===== config.mk =====
export PLATFORM = sky130hd
export DESIGN_NAME = flash_front
export DESIGN_NICKNAME = d
export VERILOG_FILES = /design/src/rtl/flash_fe_pkg.sv /design/src/rtl/spi_pin_sync.sv /design/src/rtl/cmd_decode.sv /design/src/rtl/read_engine.sv /design/src/rtl/flash_front.sv
export SDC_FILE = /design/constraint.sdc
export NUM_CORES = 2
export LEC_CHECK = 0
export CAP_MARGIN = 5
export CORE_UTILIZATION = 50
export DETAILED_ROUTE_END_ITERATION = 7
export GPL_ROUTABILITY_DRIVEN = 0
export PLACE_DENSITY = 0.63
export SETUP_SLACK_MARGIN = 0.5
export SYNTH_ARGS = -nofsm -noshare
export SYNTH_HDL_FRONTEND = slang
export SYNTH_SLANG_ARGS = --single-unit

===== constraint.sdc =====
create_clock -name clk -period 3.2 [get_ports clk]
set_input_delay 0.64 -clock clk [delete_from_list [all_inputs] [get_ports clk]]
set_output_delay 0.64 -clock clk [all_outputs]
set_load 0.05 [all_outputs]

===== src/rtl/flash_fe_pkg.sv =====
package flash_fe_pkg;
  localparam logic [7:0] OP_READ    = 8'hFF;
  localparam logic [7:0] OP_STATUS  = 8'h9F;
  localparam logic [7:0] OP_ERASE   = 8'h20;
  localparam logic [7:0] OP_PROGRAM = 8'h10;
  localparam logic [7:0] OP_CONFIRM = 8'hD0;

  // byte positions inside a frame; behaviour depends on them
  localparam logic [2:0] FRAME_LEN    = 3'd6;
  localparam logic [2:0] RD_LAST_HDR  = 3'd5;
  localparam logic [2:0] CNT_SAT      = 3'd7;

  typedef enum logic [1:0] {
    OUT_IDLE = 2'd0,
    OUT_DATA = 2'd1,
    OUT_STAT = 2'd2
  } out_mode_e;
endpackage


===== src/rtl/spi_pin_sync.sv =====
module spi_pin_sync #(
  parameter int STAGES = 2
) (
  input  logic clk,
  input  logic rst_n,
  input  logic sck,
  input  logic cs_n,
  input  logic si,
  output logic sel,
  output logic sck_rise,
  output logic sck_fall,
  output logic cs_rise,
  output logic si_s
);
  logic [STAGES-1:0] sck_pipe, cs_pipe, si_pipe;
  logic sck_q, cs_q;

  always_ff @(posedge clk or negedge rst_n) begin
    if (!rst_n) begin
      sck_pipe <= '0;
      cs_pipe  <= '1;
      si_pipe  <= '0;
      sck_q    <= 1'b0;
      cs_q     <= 1'b1;
    end else begin
      sck_pipe <= {sck_pipe[STAGES-2:0], sck};
      cs_pipe  <= {cs_pipe[STAGES-2:0], cs_n};
      si_pipe  <= {si_pipe[STAGES-2:0], si};
      sck_q    <= sck_pipe[STAGES-1];
      cs_q     <= cs_pipe[STAGES-1];
    end
  end

  assign sel      = ~cs_pipe[STAGES-1];
  assign sck_rise = sel &  sck_pipe[STAGES-1] & ~sck_q;
  assign sck_fall = sel & ~sck_pipe[STAGES-1] &  sck_q;
  assign cs_rise  = cs_pipe[STAGES-1] & ~cs_q;
  assign si_s     = si_pipe[STAGES-1];
endmodule


===== src/rtl/cmd_decode.sv =====
module cmd_decode
  import flash_fe_pkg::*;
#(
  parameter int AW = 8
) (
  input  logic          clk,
  input  logic          rst_n,
  input  logic          sel,
  input  logic          sck_rise,
  input  logic          cs_rise,
  input  logic          si_s,
  input  logic          busy,
  output logic          start_rd,
  output logic          start_st,
  output logic [AW-1:0] rd_addr,
  output logic          req_valid,
  output logic          req_erase,
  output logic [23:0]   req_addr,
  output logic [7:0]    req_data
);
  logic [2:0] bit_q, bit_d, nb_q, nb_d;
  logic [6:0] sh_q, sh_d;
  logic [7:0] op_q, op_d, a1_q, a1_d, a2_q, a2_d, a3_q, a3_d, b4_q, b4_d;
  logic       rd_ok_q, rd_ok_d, st_d, rdgo_d, rq_d, rq_erase_d;
  logic [23:0] rq_addr_d;
  logic [7:0]  rq_data_d;
  logic [7:0]  byte_val;
  logic        frame_ok;

  assign byte_val = {sh_q, si_s};
  assign frame_ok = (nb_q == FRAME_LEN) && (bit_q == 3'd0) &&
                    ((op_q == OP_PROGRAM) ||
                     ((op_q == OP_ERASE) && (b4_q == OP_CONFIRM)));

  always_comb begin
    bit_d = bit_q; nb_d = nb_q; sh_d = sh_q;
    op_d = op_q; a1_d = a1_q; a2_d = a2_q; a3_d = a3_q; b4_d = b4_q;
    rd_ok_d = rd_ok_q; st_d = 1'b0; rdgo_d = 1'b0;
    rq_d = cs_rise & frame_ok;
    rq_erase_d = req_erase; rq_addr_d = req_addr; rq_data_d = req_data;
    if (rq_d) begin
      rq_erase_d = (op_q == OP_ERASE);
      rq_addr_d  = rq_erase_d ? {a1_q, a2_q, 8'h00} : {a1_q, a2_q, a3_q};
      rq_data_d  = b4_q;
    end
    if (!sel) begin
      bit_d = 3'd0; nb_d = 3'd0; rd_ok_d = 1'b0;
    end else if (sck_rise) begin
      bit_d = bit_q + 3'd1;
      sh_d  = {sh_q[5:0], si_s};
      if (bit_q == 3'd7) begin
        if (nb_q != CNT_SAT) nb_d = nb_q + 3'd1;
        case (nb_q)
          3'd0: begin
            op_d    = byte_val;
            rd_ok_d = (byte_val == OP_READ) && !busy;
            st_d    = (byte_val == OP_STATUS);
          end
          3'd1: a1_d = byte_val;
          3'd2: a2_d = byte_val;
          3'd3: a3_d = byte_val;
          3'd4: b4_d = byte_val;
          RD_LAST_HDR: rdgo_d = rd_ok_q;
          default: ;
        endcase
      end
    end
  end

  always_ff @(posedge clk or negedge rst_n) begin
    if (!rst_n) begin
      bit_q <= '0; nb_q <= '0; sh_q <= '0;
      op_q <= '0; a1_q <= '0; a2_q <= '0; a3_q <= '0; b4_q <= '0;
      rd_ok_q <= 1'b0; start_st <= 1'b0; start_rd <= 1'b0;
      req_valid <= 1'b0; req_erase <= 1'b0; req_addr <= '0; req_data <= '0;
    end else begin
      bit_q <= bit_d; nb_q <= nb_d; sh_q <= sh_d;
      op_q <= op_d; a1_q <= a1_d; a2_q <= a2_d; a3_q <= a3_d; b4_q <= b4_d;
      rd_ok_q <= rd_ok_d; start_st <= st_d; start_rd <= rdgo_d;
      req_valid <= rq_d; req_erase <= rq_erase_d;
      req_addr <= rq_addr_d; req_data <= rq_data_d;
    end
  end

  assign rd_addr = AW'({a1_q, a2_q, a3_q});

  p_req_single_r5: assert property (@(posedge clk) disable iff (!rst_n)
    req_valid |=> !req_valid);
  p_req_len_r7: assert property (@(posedge clk) disable iff (!rst_n)
    req_valid |-> ($past(nb_q) == FRAME_LEN && $past(bit_q) == 3'd0));
  p_erase_confirm_r5: assert property (@(posedge clk) disable iff (!rst_n)
    (req_valid && req_erase) |-> ($past(b4_q) == OP_CONFIRM));
  p_busy_no_read_r8: assert property (@(posedge clk) disable iff (!rst_n)
    (sel && sck_rise && bit_q == 3'd7 && nb_q == 3'd0 && busy) |=> !rd_ok_q);
endmodule


===== src/rtl/read_engine.sv =====
module read_engine
  import flash_fe_pkg::*;
#(
  parameter int DEPTH = 256,
  localparam int AW = $clog2(DEPTH)
) (
  input  logic          clk,
  input  logic          rst_n,
  input  logic          sel,
  input  logic          sck_fall,
  input  logic          start_rd,
  input  logic          start_st,
  input  logic [AW-1:0] rd_addr,
  input  logic          busy,
  input  logic          mem_we,
  input  logic [AW-1:0] mem_waddr,
  input  logic [7:0]    mem_wdata,
  output logic          so,
  output logic          so_oe
);
  localparam logic [AW-1:0] LAST = AW'(DEPTH - 1);

  logic [7:0]    mem [DEPTH];
  out_mode_e     mode_q, mode_d;
  logic [AW-1:0] ptr_q, ptr_d;
  logic [2:0]    obit_q, obit_d;
  logic [7:0]    out_q, out_d;
  logic          oe_q, oe_d;
  logic [7:0]    stat_byte;

  always_ff @(posedge clk) begin
    if (mem_we) mem[mem_waddr] <= mem_wdata;
  end

  assign stat_byte = {7'd0, ~busy};

  always_comb begin
    mode_d = mode_q; ptr_d = ptr_q; obit_d = obit_q; out_d = out_q; oe_d = oe_q;
    if (!sel) begin
      mode_d = OUT_IDLE; oe_d = 1'b0; obit_d = 3'd0;
    end else if (start_rd) begin
      mode_d = OUT_DATA; ptr_d = rd_addr; obit_d = 3'd0;
    end else if (start_st) begin
      mode_d = OUT_STAT; obit_d = 3'd0;
    end else if (sck_fall && mode_q != OUT_IDLE) begin
      obit_d = obit_q + 3'd1;
      oe_d   = 1'b1;
      if (obit_q == 3'd0) begin
        if (mode_q == OUT_DATA) begin
          out_d = mem[ptr_q];
          ptr_d = (ptr_q == LAST) ? '0 : ptr_q + 1'b1;
        end else begin
          out_d = stat_byte;
        end
      end else begin
        out_d = {out_q[6:0], 1'b0};
      end
    end
  end

  always_ff @(posedge clk or negedge rst_n) begin
    if (!rst_n) begin
      mode_q <= OUT_IDLE; ptr_q <= '0; obit_q <= '0; out_q <= '0; oe_q <= 1'b0;
    end else begin
      mode_q <= mode_d; ptr_q <= ptr_d; obit_q <= obit_d; out_q <= out_d; oe_q <= oe_d;
    end
  end

  assign so    = out_q[7];
  assign so_oe = oe_q;

  p_oe_release_r4: assert property (@(posedge clk) disable iff (!rst_n)
    !sel |=> !so_oe);
  p_oe_needs_mode_r4: assert property (@(posedge clk) disable iff (!rst_n)
    so_oe |-> (mode_q != OUT_IDLE));
  p_ptr_wrap_r2: assert property (@(posedge clk) disable iff (!rst_n)
    (sel && !start_rd && !start_st && sck_fall && mode_q == OUT_DATA &&
     obit_q == 3'd0 && ptr_q == LAST) |=> (ptr_q == '0));
endmodule


===== src/rtl/flash_front.sv =====
module flash_front #(
  parameter int MEM_DEPTH   = 256,
  parameter int SYNC_STAGES = 2,
  localparam int AW = $clog2(MEM_DEPTH)
) (
  input  logic          clk,
  input  logic          rst_n,
  input  logic          sck,
  input  logic          cs_n,
  input  logic          si,
  output logic          so,
  output logic          so_oe,
  input  logic          busy,
  input  logic          mem_we,
  input  logic [AW-1:0] mem_waddr,
  input  logic [7:0]    mem_wdata,
  output logic          req_valid,
  output logic          req_erase,
  output logic [23:0]   req_addr,
  output logic [7:0]    req_data
);
  logic sel, sck_rise, sck_fall, cs_rise, si_s, start_rd, start_st;
  logic [AW-1:0] rd_addr;

  spi_pin_sync #(.STAGES(SYNC_STAGES)) u_sync (
    .clk(clk), .rst_n(rst_n), .sck(sck), .cs_n(cs_n), .si(si),
    .sel(sel), .sck_rise(sck_rise), .sck_fall(sck_fall),
    .cs_rise(cs_rise), .si_s(si_s)
  );

  cmd_decode #(.AW(AW)) u_dec (
    .clk(clk), .rst_n(rst_n), .sel(sel), .sck_rise(sck_rise),
    .cs_rise(cs_rise), .si_s(si_s), .busy(busy),
    .start_rd(start_rd), .start_st(start_st), .rd_addr(rd_addr),
    .req_valid(req_valid), .req_erase(req_erase),
    .req_addr(req_addr), .req_data(req_data)
  );

  read_engine #(.DEPTH(MEM_DEPTH)) u_rd (
    .clk(clk), .rst_n(rst_n), .sel(sel), .sck_fall(sck_fall),
    .start_rd(start_rd), .start_st(start_st), .rd_addr(rd_addr),
    .busy(busy), .mem_we(mem_we), .mem_waddr(mem_waddr),
    .mem_wdata(mem_wdata), .so(so), .so_oe(so_oe)
  );
endmodule


==> summary.txt <==
Critical path
  • FF-to-FF End: u_rd.out_q[4]$_DFFE_PN0P_
  • Cell Chain, Critical Path: buf_12 > buf_16 > buf_4 > mux4_2 > and2_1 > a2111oi_2 > or3_4 > a31oi_4 > nand4_1 > a31oi_1
  • FF-to-FF Start: u_rd.ptr_q[0]$_DFFE_PN0P_
  • Setup crit start: u_rd.ptr_q[0]$_DFFE_PN0P_
  • Worst Path Required: roughly 4 ns
  • Worst setup EP type: flip-flop
  • Worst-path fanout max: 17
  • Max incr delay on CP: between 0.5 and 0.6 ns
  • Type of origin of the critical path: flip-flop
  • Crit path kind: flip-flop to flip-flop
  • Worst EP arrival: roughly 3.8 ns
  • Worst Setup EP: u_rd.out_q[4]$_DFFE_PN0P_
  • Reg2reg path depth: 10
  • R2r setup slk: between 0.15 and 0.2 ns
  • Critical path's slowest cell: dfrtp_4

Routing
  • Number of remaining DRC errors: 0
  • Antenna violation net count after detailed routing: 0
  • Vias: between 40000 and 50000
  • Final wirelength: 227000 um
  • WL/cell: about 31 um
  • Vias per cell: about 6.3
  • DRT iter0 DRCs: ~5700
  • Drt first pass iters: 5

Floorplanning
  • Starting Density: 0.5033
  • DIE WIDTH: 414.8 um
  • Rows: 151
  • Core box area: about 170000 um2
  • I/O Pins: between 50 and 60
  • Die Area: approximately 170000 um2
  • Chip Height: 414.8 um

Synthesis
  • Gate Count Post-Synth: a little over 4000
  • Syn nets: 4149
  • Post-synth cell types: slightly below 80
  • Mux cell area share after synthesis: 0.1574
  • Flops & latches, synth: about 2200
  • Synth Area in XOR/XNOR: 0.0004112
  • Mean post-synth cell area: between 20 and 25 um2
  • Ys async rst share: 0.05535
  • Synth Area in Compound Gates: 0.02702
  • Synth warn: 0
  • Main synth FF type: edfxtp_1
  • Sequential area share after synthesis: 0.7571
  • Post-synth EDFFs: between 2000 and 2500
  • Mapped Area: roughly 85000 um2
  • Main combinational cell family by area after synthesis: multiplexers
  • Post-synthesis adder-cell area fraction: 0.001762
  • Simple-gate portion of the synthesized area: 0.03621

Timing
  • Final setup vio count: 0
  • Period minus WS final: about 3.0 ns
  • RSZ-0062 raised after global routing: true
  • Fmax: approximately 330 MHz
  • Min Hold Slack: approximately 0.19 ns
  • Slew Limit Fails: 0
  • Number of hold violations in the final report: 0
  • Max Clock Skew: 0.03825 ns
  • Worst slew pin tran: 1.019 ns
  • Crit share post-route: 0.9473
  • Slew headroom: 0.3210

Place
  • Cell count after placement: roughly 6800
  • DP HPWL: roughly 150000 um
  • # port buffers: 58

Clock tree
  • CTS clock-pin slew for the worst setup and hold paths: approximately 0.060 ns
  • Bufs on Longest Clock Path: 3
  • H-tree lvl count: 4
  • Clock root cell: clkbuf_16
  • TritonCTS Buffers: about 210
  • Clock Latency Late Sink: approximately 0.86 ns
  • TritonCTS clock tree: built
  • Clk sinks: 2168

GRT
  • Initial antenna violation count: 7
  • Largest net degree at the start of global routing: about 100
  • GRT overflow: 0
  • Total GRT Usage: 0.2634
  • First-pass GRT wire length: ~320000 um
  • Number of global-route vias before repair: 44370

Final layout
  • Area growth, synth to finish: 18.35%
  • Area of the multi-input gates: between 15000 and 20000 um2
  • Non-Filler Instances: roughly 7200
  • Storage element area: between 60000 and 70000 um2
  • Fill cells: between 10000 and 15000
  • Nets: a little under 5000
  • Share of layout cells above drive strength 1: 0.3103

Power and ir drop
  • Pleak: 32.92 nW
  • VDD IR max: just over 500 uV
  • Pwr per Cell Area: between 500 and 600 nW/um2

Job
  • Max cap viols: 0

Worst hold path
  • Worst hold path type: input port to flip-flop

Run status
  • Outcome: finished clean
-- sequential cells by signal, summed over array words and instances (netlist names), 2 cells and up --
name	count
u_rd.mode_q	2
u_rd.obit_q	3
u_dec.nb_q	3
u_dec.rd_addr	8
u_sync.cs_pipe	2
u_dec.b4_q	8
u_dec.sh_q	7
u_rd.mem	2048
u_dec.req_data	8
u_sync.si_pipe	2
u_dec.req_addr	24
u_dec.op_q	8
u_rd.out_q	8
u_dec.a2_q	8
u_sync.sck_pipe	2
u_rd.ptr_q	8
u_dec.a1_q	8
u_dec.bit_q	3
-- stage by stage --
stage	setup slack [ns]	area, um2	total power [W]	util	setup TNS (ns)
after floorplan	0.7442	85200	0.03194	-	0
after global placement	-0.2002	92470	0.03265	0.5462	-0.7283
after detailed placement	-0.2175	92470	0.03268	0.5462	-0.8535
after CTS	0.2415	100600	0.05716	0.5940	0
after global routing	0.1880	100800	0.05825	0.5957	0
final	0.1688	100800	0.05684	0.5957	0
-- timing repair --
action | 4_1_cts | 5_1_grt
endpoints found under the hold margin | 33 | 0
resized for setup | 142 | 37
hold buffers | 1 | 0
setup endpoints to repair | 38 | 10
buffers inserted | 28 | 12
gates cloned | 13 | 0
pin swaps | 15 | 12
-- how the worst min path moves through the flow --
stage          cells after the start                         start                      endpoint  slack (ns)
2_1_floorplan                      0  u_sync.sck_pipe[0]$_DFF_PN0_  u_sync.sck_pipe[1]$_DFF_PN0_        0.33
3_3_place_gp                       0   u_sync.si_pipe[0]$_DFF_PN0_   u_sync.si_pipe[1]$_DFF_PN0_        0.33
3_5_place_dp                       0  u_sync.sck_pipe[0]$_DFF_PN0_  u_sync.sck_pipe[1]$_DFF_PN0_        0.34
4_1_cts                            1                          cs_n   u_sync.cs_pipe[0]$_DFF_PN1_        0.14
5_1_grt                            1                          cs_n   u_sync.cs_pipe[0]$_DFF_PN1_        0.16
6_report                           1                          cs_n   u_sync.cs_pipe[0]$_DFF_PN1_        0.19
-- layer usage --
metal  GRT usage  part of all wire  vias up
met5           0          0.000088        -
li1            -                 -    18580
met2      0.3997              0.46     2306
met1      0.3846              0.41    23890
met4     0.09749             0.036        2
met3     0.04838             0.091      396
-- power breakdown --
part / internal (W) / switching, W
Clock: 0.0141 / 0.0107
Sequential: 0.0311 / 0.000118
Combinational: 0.000179 / 0.000664
-- critical path: cells and delay by family, from the launching register on --
kind	cells	cell delay [ns]
and+or+nand+nor	3	0.90
AOI/OAI and AO/OA	3	0.62
buffers and inverters	3	0.53
DFF	1	0.51
muxes	1	0.34
-- cell usage after synthesis (40+ instances only) --
| cell | number | area, um2 |
|---|---|---|
| edfxtp_1 | 2048 | 61500 |
| mux4_2 | 371 | 8356 |
| nor2_1 | 311 | 1167 |
| dfrtp_1 | 117 | 2928 |
| mux4_1 | 117 | 3074 |
| mux2i_1 | 107 | 1071 |
| clkbuf_1 | 103 | 386.6 |
| nand2_1 | 96 | 360.4 |
| a22oi_1 | 81 | 608.1 |
| mux2_2 | 81 | 912.1 |
| nor3_1 | 69 | 345.3 |
| nand3_1 | 57 | 285.3 |
| buf_2 | 47 | 235.2 |
| buf_6 | 40 | 450.4 |
-- layout make-up --
type	count	share of cell area
Sequential cell	2168	0.6399
Multi-Input combinational cell	1680	0.1927
Timing Repair Buffer	739	0.07037
Clock buffer	275	0.05761
Tap cell	2218	0.02752
Clock inverter	121	0.01111
Inverter	18	0.0006949
Antenna cell	4	0.00009927
-- cell families (layout without fill, tap and decap cells) --
kind of cell	count (synthesis)	after routing
xor gates and xnor gates	4	4
adders and majority gates	12	12
buffers and inverters	266	1153
muxes	676	676
DFF	2168	2168
and+or+nand+nor	667	667
AOI/OAI and AO/OA	321	321
other	0	4
-- layout by cell type, fill, tap and decap left out, types with 15 or more instances in the layout --
cell type and instances:
bufinv_16 16, nor3_1 61, clkdlybuf4s50_1 19, clkbuf_1 43, mux4_1 113, a22oi_1 70, dlygate4sd2_1 28, clkbuf_16 218
o21ai_0 32, nor4_1 20, nand4_1 24, o22ai_1 21, buf_4 574, buf_16 16, clkbuf_8 22, nor2_1 306
clkinv_1 52, clkinv_2 36, a21oi_1 31, mux4_2 375, mux2_2 81, inv_1 15, edfxtp_1 2048, buf_12 59
a22o_1 23, nand3_1 55, a211oi_1 15, dfrtp_1 110, buf_6 19, nand2_1 95, mux2i_1 105
Note: power is estimated with default switching activity, not from simulation.
